[config.mk]
export PLATFORM = sky130hd
export DESIGN_NAME = crc_serial_unit
export DESIGN_NICKNAME = d
export VERILOG_FILES = /design/src/rtl/crc_pkg.sv /design/src/rtl/crc_div_engine.sv /design/src/rtl/crc_frame_ctrl.sv /design/src/rtl/crc_serial_unit.sv
export SDC_FILE = /design/constraint.sdc
export NUM_CORES = 1
export LEC_CHECK = 0
export BUFFER_PORTS_ARGS = -buffer_cell sky130_fd_sc_hd__buf_2
export CAP_MARGIN = 30
export CORE_MARGIN = 1
export CORE_UTILIZATION = 30
export DETAILED_ROUTE_END_ITERATION = 8
export PLACE_DENSITY = 0.53
export SLEW_MARGIN = 15
export SYNTH_ARGS = -nofsm -noshare
export SYNTH_HDL_FRONTEND = slang
export SYNTH_SLANG_ARGS = --single-unit
[constraint.sdc]
create_clock -name clk -period 4.52 [get_ports clk]
set_clock_uncertainty 0.1 [all_clocks]
set_input_delay 0.452 -clock clk [delete_from_list [all_inputs] [get_ports clk]]
set_output_delay 0.452 -clock clk [all_outputs]
set_load 0.01 [all_outputs]
[src/rtl/crc_pkg.sv]
package crc_pkg;
  typedef enum logic [1:0] {
    ST_IDLE = 2'd0,
    ST_MSG  = 2'd1,
    ST_FCS  = 2'd2
  } crc_state_e;

  typedef enum logic {
    MODE_GEN = 1'b0,
    MODE_CHK = 1'b1
  } crc_mode_e;
endpackage

[src/rtl/crc_div_engine.sv]
module crc_div_engine #(
  parameter int MAX_DEG = 32
) (
  input  logic                         clk,
  input  logic                         rst_n,
  input  logic                         clear,
  input  logic [$clog2(MAX_DEG+1)-1:0] deg_in,
  input  logic [MAX_DEG-1:0]           poly_in,
  input  logic                         op_div,
  input  logic                         op_shift,
  input  logic                         din,
  output logic                         msb
);
  localparam int DW = $clog2(MAX_DEG + 1);

  logic [MAX_DEG-1:0] rem_q, mask_q, poly_q, top_q;
  logic [MAX_DEG-1:0] mask_d, top_d;
  logic               fb;

  // Active-width mask and top-bit selector for the requested degree
  for (genvar g = 0; g < MAX_DEG; g++) begin : g_sel
    assign mask_d[g] = (DW'(g) < deg_in);
    assign top_d[g]  = (DW'(g + 1) == deg_in);
  end

  assign msb = |(rem_q & top_q);
  assign fb  = din ^ msb;

  always_ff @(posedge clk or negedge rst_n) begin
    if (!rst_n) begin
      rem_q  <= '0;
      mask_q <= '0;
      poly_q <= '0;
      top_q  <= '0;
    end else if (clear) begin
      rem_q  <= '0;
      mask_q <= mask_d;
      poly_q <= poly_in & mask_d;
      top_q  <= top_d;
    end else if (op_div) begin
      rem_q <= ((rem_q << 1) & mask_q) ^ (fb ? poly_q : '0);
    end else if (op_shift) begin
      rem_q <= (rem_q << 1) & mask_q;
    end
  end

  p_clear_zero_r1: assert property (@(posedge clk) disable iff (!rst_n)
    clear |=> (rem_q == '0));
  p_ops_exclusive_r5: assert property (@(posedge clk) disable iff (!rst_n)
    !(op_div && op_shift));
  p_rem_width_r7: assert property (@(posedge clk) disable iff (!rst_n)
    (rem_q & ~mask_q) == '0);
endmodule

[src/rtl/crc_frame_ctrl.sv]
module crc_frame_ctrl
  import crc_pkg::*;
#(
  parameter int MAX_DEG = 32
) (
  input  logic                         clk,
  input  logic                         rst_n,
  input  logic                         sof,
  input  logic                         mode_in,
  input  logic [$clog2(MAX_DEG+1)-1:0] deg_in,
  input  logic                         in_valid,
  input  logic                         in_bit,
  input  logic                         in_last,
  input  logic                         out_ready,
  input  logic                         eng_msb,
  output logic                         in_ready,
  output logic                         out_valid,
  output logic                         out_bit,
  output logic                         op_div,
  output logic                         op_shift,
  output logic                         done,
  output logic                         error
);
  localparam int DW = $clog2(MAX_DEG + 1);

  crc_state_e    state_q;
  crc_mode_e     mode_q;
  logic [DW-1:0] cnt_q;
  logic          mism_q, done_q, err_q;
  logic          fire, bit_mism;

  assign bit_mism = (mode_q == MODE_CHK) && (in_bit ^ eng_msb);

  always_comb begin
    in_ready  = 1'b0;
    out_valid = 1'b0;
    out_bit   = 1'b0;
    fire      = 1'b0;
    if (!sof) begin
      case (state_q)
        ST_MSG: begin
          if (mode_q == MODE_GEN) begin
            out_valid = in_valid;
            out_bit   = in_bit;
            in_ready  = out_ready;
          end else begin
            in_ready = 1'b1;
          end
          fire = in_valid && in_ready;
        end
        ST_FCS: begin
          if (mode_q == MODE_GEN) begin
            out_valid = 1'b1;
            out_bit   = eng_msb;
            fire      = out_ready;
          end else begin
            in_ready = 1'b1;
            fire     = in_valid;
          end
        end
        default: ;
      endcase
    end
  end

  assign op_div   = fire && (state_q == ST_MSG);
  assign op_shift = fire && (state_q == ST_FCS);

  always_ff @(posedge clk or negedge rst_n) begin
    if (!rst_n) begin
      state_q <= ST_IDLE;
      mode_q  <= MODE_GEN;
      cnt_q   <= '0;
      mism_q  <= 1'b0;
      done_q  <= 1'b0;
      err_q   <= 1'b0;
    end else begin
      done_q <= 1'b0;
      if (sof) begin
        state_q <= ST_MSG;
        mode_q  <= crc_mode_e'(mode_in);
        cnt_q   <= deg_in;
        mism_q  <= 1'b0;
        err_q   <= 1'b0;
      end else begin
        case (state_q)
          ST_MSG: if (fire && in_last) state_q <= ST_FCS;
          ST_FCS: if (fire) begin
            mism_q <= mism_q | bit_mism;
            cnt_q  <= cnt_q - 1'b1;
            if (cnt_q == DW'(1)) begin
              state_q <= ST_IDLE;
              done_q  <= 1'b1;
              err_q   <= mism_q | bit_mism;
            end
          end
          default: ;
        endcase
      end
    end
  end

  assign done  = done_q;
  assign error = err_q;

  p_done_pulse_r6: assert property (@(posedge clk) disable iff (!rst_n)
    done |=> !done);
  p_err_cleared_r1: assert property (@(posedge clk) disable iff (!rst_n)
    sof |=> !error);
  p_err_rises_on_done_r6: assert property (@(posedge clk) disable iff (!rst_n)
    $rose(error) |-> done);
  p_fcs_hold_r4: assert property (@(posedge clk) disable iff (!rst_n)
    (state_q == ST_FCS && out_valid && !out_ready && !sof)
      |=> (sof || (out_valid && $stable(out_bit))));
  p_check_silent_r5: assert property (@(posedge clk) disable iff (!rst_n)
    (mode_q == MODE_CHK) |-> !out_valid);
endmodule

[src/rtl/crc_serial_unit.sv]
module crc_serial_unit #(
  parameter int MAX_DEG = 32
) (
  input  logic                         clk,
  input  logic                         rst_n,
  input  logic                         frame_start,
  input  logic                         check_mode,
  input  logic [$clog2(MAX_DEG+1)-1:0] gen_degree,
  input  logic [MAX_DEG-1:0]           gen_poly,
  input  logic                         in_valid,
  output logic                         in_ready,
  input  logic                         in_bit,
  input  logic                         in_last,
  output logic                         out_valid,
  input  logic                         out_ready,
  output logic                         out_bit,
  output logic                         done,
  output logic                         error
);
  logic eng_msb, op_div, op_shift;

  crc_frame_ctrl #(.MAX_DEG(MAX_DEG)) u_ctrl (
    .clk      (clk),
    .rst_n    (rst_n),
    .sof      (frame_start),
    .mode_in  (check_mode),
    .deg_in   (gen_degree),
    .in_valid (in_valid),
    .in_bit   (in_bit),
    .in_last  (in_last),
    .out_ready(out_ready),
    .eng_msb  (eng_msb),
    .in_ready (in_ready),
    .out_valid(out_valid),
    .out_bit  (out_bit),
    .op_div   (op_div),
    .op_shift (op_shift),
    .done     (done),
    .error    (error)
  );

  crc_div_engine #(.MAX_DEG(MAX_DEG)) u_engine (
    .clk     (clk),
    .rst_n   (rst_n),
    .clear   (frame_start),
    .deg_in  (gen_degree),
    .poly_in (gen_poly),
    .op_div  (op_div),
    .op_shift(op_shift),
    .din     (in_bit),
    .msb     (eng_msb)
  );
endmodule

# == Word level (Yosys, flattened, before mapping) ==
# Index checks and enable logic that the tools add are counted.
# W data, S select, Z words.
# totals
word_cells,141
inputBits,46
output_inout_bits,5
register_bits,140
# classes
reduce_logical,14
n_lt_le_gt_ge,32
bitwise,6
eq_ne,38
n_addsub,1
n_mux,40
# ops
cell,count
$mux W32,4
$and A32 B32 Y32,3
$eq A5 B6 Y1 const A,16
$lt A5 B6 Y1 const A,16
$eq A4 B6 Y1 const A,8
$lt A4 B6 Y1 const A,8
$reduce_or A32 Y1,1
$xor A32 B32 Y32,1
$eq A3 B6 Y1 const A,4
$lt A3 B6 Y1 const A,4
$mux W1,24
$mux W6,3
$eq A2 B6 Y1 const A,2
$lt A1 B6 Y1 const A,2
$lt A2 B6 Y1 const A,2
$mux W2,4
$pmux W1 S2,4
$eq A1 B6 Y1 const A,1
$eq A6 B1 Y1 const B,1
$eq A6 B6 Y1 const A,1
$ne A3 B3 Y1 const B,2
$reduce_bool A2 Y1,3
$reduce_bool A3 Y1,2
$sub A6 B1 Y6 const B,1
other kinds (10),14

# == Logic depth before layout (Yosys ltp) ==
# depth
ltp_word,10
depth_mapped,10
depth_no_buf,9

# == Cells and area by module ==
# From an unflattened synthesis, not the netlist that was laid out.
# hier_totals
hier_cells,730
area_unflattened_um2,6906.6
# by_module_without_submodules
module,n_inst,cells_each,seq_area_each_um2,area_per_inst_um2
crc_div_engine,1,653,3178.0,6140.9
crc_frame_ctrl,1,77,300.3,765.7

# == Worst setup path after synthesis ==
# OpenSTA, ideal clock, no wires.
# synth_timing
kind,reg-to-reg
startpoint,reg u_ctrl.state_q[0]
endpoint,reg u_engine.rem_q[10]
slack_ns,2.317
path_buffers,2
path_stages_with_launch,11
setup_time_ns,0.121
arrival_time_ns,1.982
required_ns,4.299
path_cell_list,dfrtp_1 > inv_1 > ha_1 > clkbuf_1 > a21oi_2 > nor4_4 > nand2_4 > buf_6 > nor4b_2 > xnor2_1 > a22o_1
# synth_via
elab_chain_len,6
word_cells_on_any_way,9
classes_between,2 x eq/ne; 4 x mux; 3 x reduce/logical
# synth_rtl
item,line_no,text
start: declaration,crc_frame_ctrl.sv:26,crc_state_e state_q;
start signal: assignment,crc_frame_ctrl.sv:71,state_q <= ST_IDLE;
start signal: assignment,crc_frame_ctrl.sv:80,state_q <= ST_MSG;
start signal: assignment,crc_frame_ctrl.sv:87,ST_MSG: if (fire && in_last) state_q <= ST_FCS;
$eq A2 B2 Y1 or $eq A2 B1 Y1 (tied branches),"crc_frame_ctrl.sv:40, crc_frame_ctrl.sv:67, crc_frame_ctrl.sv:66",
$pmux W1 S2,crc_frame_ctrl.sv:40,case (state_q)
$mux W1,crc_frame_ctrl.sv:39,if (!sof) begin
$logic_and A1 B1 Y1,crc_frame_ctrl.sv:66,assign op_div = fire && (state_q == ST_MSG);
$mux W32,crc_div_engine.sv:40,end else if (op_div) begin
$mux W32,crc_div_engine.sv:35,end else if (clear) begin
end signal: assignment,crc_div_engine.sv:41,rem_q <= ((rem_q << 1) & mask_q) ^ (fb ? poly_q : '0);
end signal: assignment,crc_div_engine.sv:43,rem_q <= (rem_q << 1) & mask_q;
end: declaration,crc_div_engine.sv:16,"logic [MAX_DEG-1:0] rem_q, mask_q, poly_q, top_q;"
# Several ways; a longest one is shown, not always the timed one.
# A chain may end at the register's enable or synchronous reset.

# == Final worst setup path ==
# layout_timing
startpoint,reg u_ctrl.state_q[1]
endpoint,reg u_engine.rem_q[31]
# The elaborated chain is that of the path after synthesis.

==> impl_metrics.env <==
export IMPL_outcome="complete, no violations"
export IMPL_yosysWarnings=0
export IMPL_finalCoreUtilization_pct=35.7
export IMPL_clock_root_buffer="clkbuf_16"
export IMPL_ant_nets=0
export IMPL_fin_nets=734
export IMPL_syn_num_nets=702
export IMPL_die_x_um=153
export IMPL_required_ns=4.74
export IMPL_clock_path_buffers=2
export IMPL_synth_area_sq_mm=0.00688
export IMPL_start_util_pct=30.5
export IMPL_grt_pass1_wl_mm=30.5
export IMPL_htree_levels=4
export IMPL_peakVddDrop_uv=156
export IMPL_route_detailed_drc=0
export IMPL_synth_ff_type="dfrtp_1"
export IMPL_final_cell_mix="dfrtp_1 (139), nand2_1 (88), buf_2 (48)"
export IMPL_clk_latency_ns=0.43
export IMPL_ys_seq_area_share_pct=50.6
export IMPL_cts_resized_gates=0
export IMPL_synth_area_per_cell_sq_um=10.6
export IMPL_multiInputGateArea_sq_mm=0.00308
export IMPL_rows=55
export IMPL_cp_start_kind="register"
export IMPL_dp_hpwl_mm=12.4
export IMPL_die_height_um=153
export IMPL_setup_violations=0
export IMPL_wl_mm=19.1
export IMPL_area_growth_pct=17.1
export IMPL_path_class="reg2reg"
export IMPL_setup_tns_ns=0
export IMPL_dieArea_sq_mm=0.0235
export IMPL_r2r_end="u_engine.rem_q[31]"
export IMPL_vias=5082
export IMPL_drtIter0Drc=318
export IMPL_path_max_fanout=33
export IMPL_final_min_clock_period_ns=2.87
export IMPL_endpoint="u_engine.rem_q[31]"
export IMPL_synth_cell_types=58
export IMPL_max_slew_margin_rel_pct=42.4
export IMPL_worst_pin_slew_ns=0.864
export IMPL_power_density_mw_per_mm2=396
export IMPL_drive_gt1_share_pct=19.7
export IMPL_post_drt_wl_per_cell_um=19.4
export IMPL_cp_end_kind="register"
export IMPL_core_area_sq_mm=0.0226
export IMPL_final_common_cell="dfrtp_1"
export IMPL_leakage_nw=3.31
export IMPL_post_place_ws_ns=1.61
export IMPL_rr_startpoint="u_ctrl.state_q[1]"
export IMPL_power_w=0.00319
export IMPL_grt_pass1_vias=5130
export IMPL_fmax_mhz=349
export IMPL_path_clk_slew_ns=0.06
export IMPL_hold_slack_ns=0.136
export IMPL_cts_made_buffers=17
export IMPL_r2r_slack_ns=1.65
export IMPL_finalWorstSetupSlack_ns=1.65
export IMPL_viasPerCell=5.18
export IMPL_crit_arrival_ns=3.09
export IMPL_pin_count=51
export IMPL_nFillCells=2249
export IMPL_finalHoldViolations=0
export IMPL_slew_violations=0
export IMPL_synth_cells=652
export IMPL_globalRouteTotalUtil_pct=17.1
export IMPL_synth_edf_count=0
export IMPL_grt_max_degree=77
export IMPL_reg2regPathDepth=9
export IMPL_grt_overflow_total=0
export IMPL_fin_crit_sh_pct=63.5
export IMPL_cts_tree="yes"
export IMPL_async_reset_ff_share_pct=100
export IMPL_cts_sinks=139
export IMPL_place_gp_congestion=0.786
export IMPL_register_area_sq_mm=0.00348
export IMPL_drv_cap=0
export IMPL_antenna_found_initial=0
export IMPL_holdCritPathClass="in2reg"
export IMPL_first_pass_iters=4
export IMPL_rsz0062_at_grt="false"
export IMPL_ys_ff_latch=139
export IMPL_portBuffers=50
export IMPL_diodes=0
export IMPL_crit_start="u_ctrl.state_q[1]"
-- layout make-up --
type	instances	share of cell area (%)
clock inverter	10	2.33
timing repair buffer	62	4.37
clock buffer	22	5.89
multi-input combinational	432	38.3
tap	285	4.43
sequential	139	43.2
inverter	32	1.49
-- flip-flops by register name (all words and copies together), names as in the netlist --
| name | flops |
|---|---|
| u_engine.rem_q | 32 |
| u_engine.top_q | 32 |
| u_engine.poly_q | 32 |
| u_ctrl.done | 1 |
| u_ctrl.mism_q | 1 |
| u_ctrl.cnt_q | 6 |
| u_ctrl.state_q | 2 |
| u_ctrl.mode_q | 1 |
| u_ctrl.error | 1 |
| u_engine.mask_q | 31 |
-- synthesized netlist by cell type, types with 4 or more instances --
| master | number | area share [%] |
|---|---|---|
| nand3_1 | 9 | 0.65 |
| ha_1 | 4 | 0.73 |
| buf_2 | 6 | 0.44 |
| or3_1 | 4 | 0.36 |
| a22o_1 | 34 | 4.3 |
| inv_1 | 30 | 1.6 |
| o22ai_1 | 5 | 0.45 |
| a21o_1 | 10 | 1.1 |
| dfrtp_1 | 139 | 51 |
| a21oi_1 | 31 | 2.3 |
| nor2_1 | 36 | 2.0 |
| nand4_1 | 4 | 0.36 |
| nand2_1 | 88 | 4.8 |
| o21ai_0 | 4 | 0.29 |
| a31oi_1 | 7 | 0.64 |
| o2bb2ai_1 | 38 | 4.8 |
| nor4b_2 | 11 | 2.4 |
| a22oi_1 | 17 | 1.9 |
| clkbuf_1 | 35 | 1.9 |
| nor4_2 | 12 | 2.2 |
| nor4b_4 | 9 | 3.1 |
| xnor2_1 | 35 | 4.5 |
| nand3b_1 | 4 | 0.44 |
| or2_1 | 4 | 0.36 |
| buf_1 | 4 | 0.22 |
| o21ai_1 | 24 | 1.7 |
-- routing by layer --
metal  vias to the layer above  share of wire [%]  GRT usage, %  routed length [um]
li1                       2417                  -             -                   -
met1                      2525                 49          23.7                9250
met2                       121                 46          26.7                8760
met3                        19                4.3          3.46                 813
met4                         0                1.3          5.81                 240
met5                         -                  0             0                   0
-- metrics by stage --
step / cell area (sq um) / instances
global route: 8050 / 982
global placement: 7380 / 949
finish: 8050 / 982
floorplan: 6880 / 652
detailed placement: 7380 / 949
CTS: 8050 / 982
-- worst min path at each step --
stage / startpoint / endpoint / slack (ns) / cells past startpoint
CTS: gen_poly[6] / u_engine.poly_q[6] / 0.12 / 2
global route: gen_poly[18] / u_engine.poly_q[18] / 0.14 / 2
finish: gen_poly[24] / u_engine.poly_q[24] / 0.14 / 3
detailed placement: u_engine.poly_q[8] / u_engine.poly_q[8] / 0.37 / 1
global placement: u_engine.mask_q[3] / u_engine.mask_q[3] / 0.36 / 1
floorplan: rst_n / u_ctrl.cnt_q[0] / 0.06 / 0
-- where the power goes --
part           internal [W]  switching (W)  total, W
clock network       0.00102       0.000548   0.00157
logic             0.0000902       0.000184  0.000274
registers           0.00130      0.0000345   0.00134
total               0.00242       0.000767   0.00319
-- critical path, cell delays in order, from the launching register on --
cell,delay (ns)
dfrtp_1,0.40
inv_1,0.06
ha_1,0.31
a21oi_2,0.14
nor4_4,0.21
buf_4,0.40
nand2_4,0.43
nor4b_2,0.39
xnor2_1,0.10
a22o_1,0.18
-- repair_timing --
item	in CTS	in global routing
setup buffers	0	0
hold endpoints to repair	50	0
hold buffers	1	0
-- logic make-up (layout without fill, tap and decap cells) --
| group | count (synthesis) | after routing | share of synthesized area [%] |
|---|---|---|---|
| buffers and inverters | 81 | 126 | 4.86 |
| AOI/OAI and AO/OA | 188 | 188 | 19.7 |
| DFF | 139 | 139 | 50.6 |
| muxes | 5 | 5 | 0.782 |
| xor gates and xnor gates | 36 | 36 | 4.58 |
| and+or+nand+nor | 199 | 199 | 18.8 |
| adders and majority gates | 4 | 4 | 0.728 |
Power figures use the tool's default switching activity.
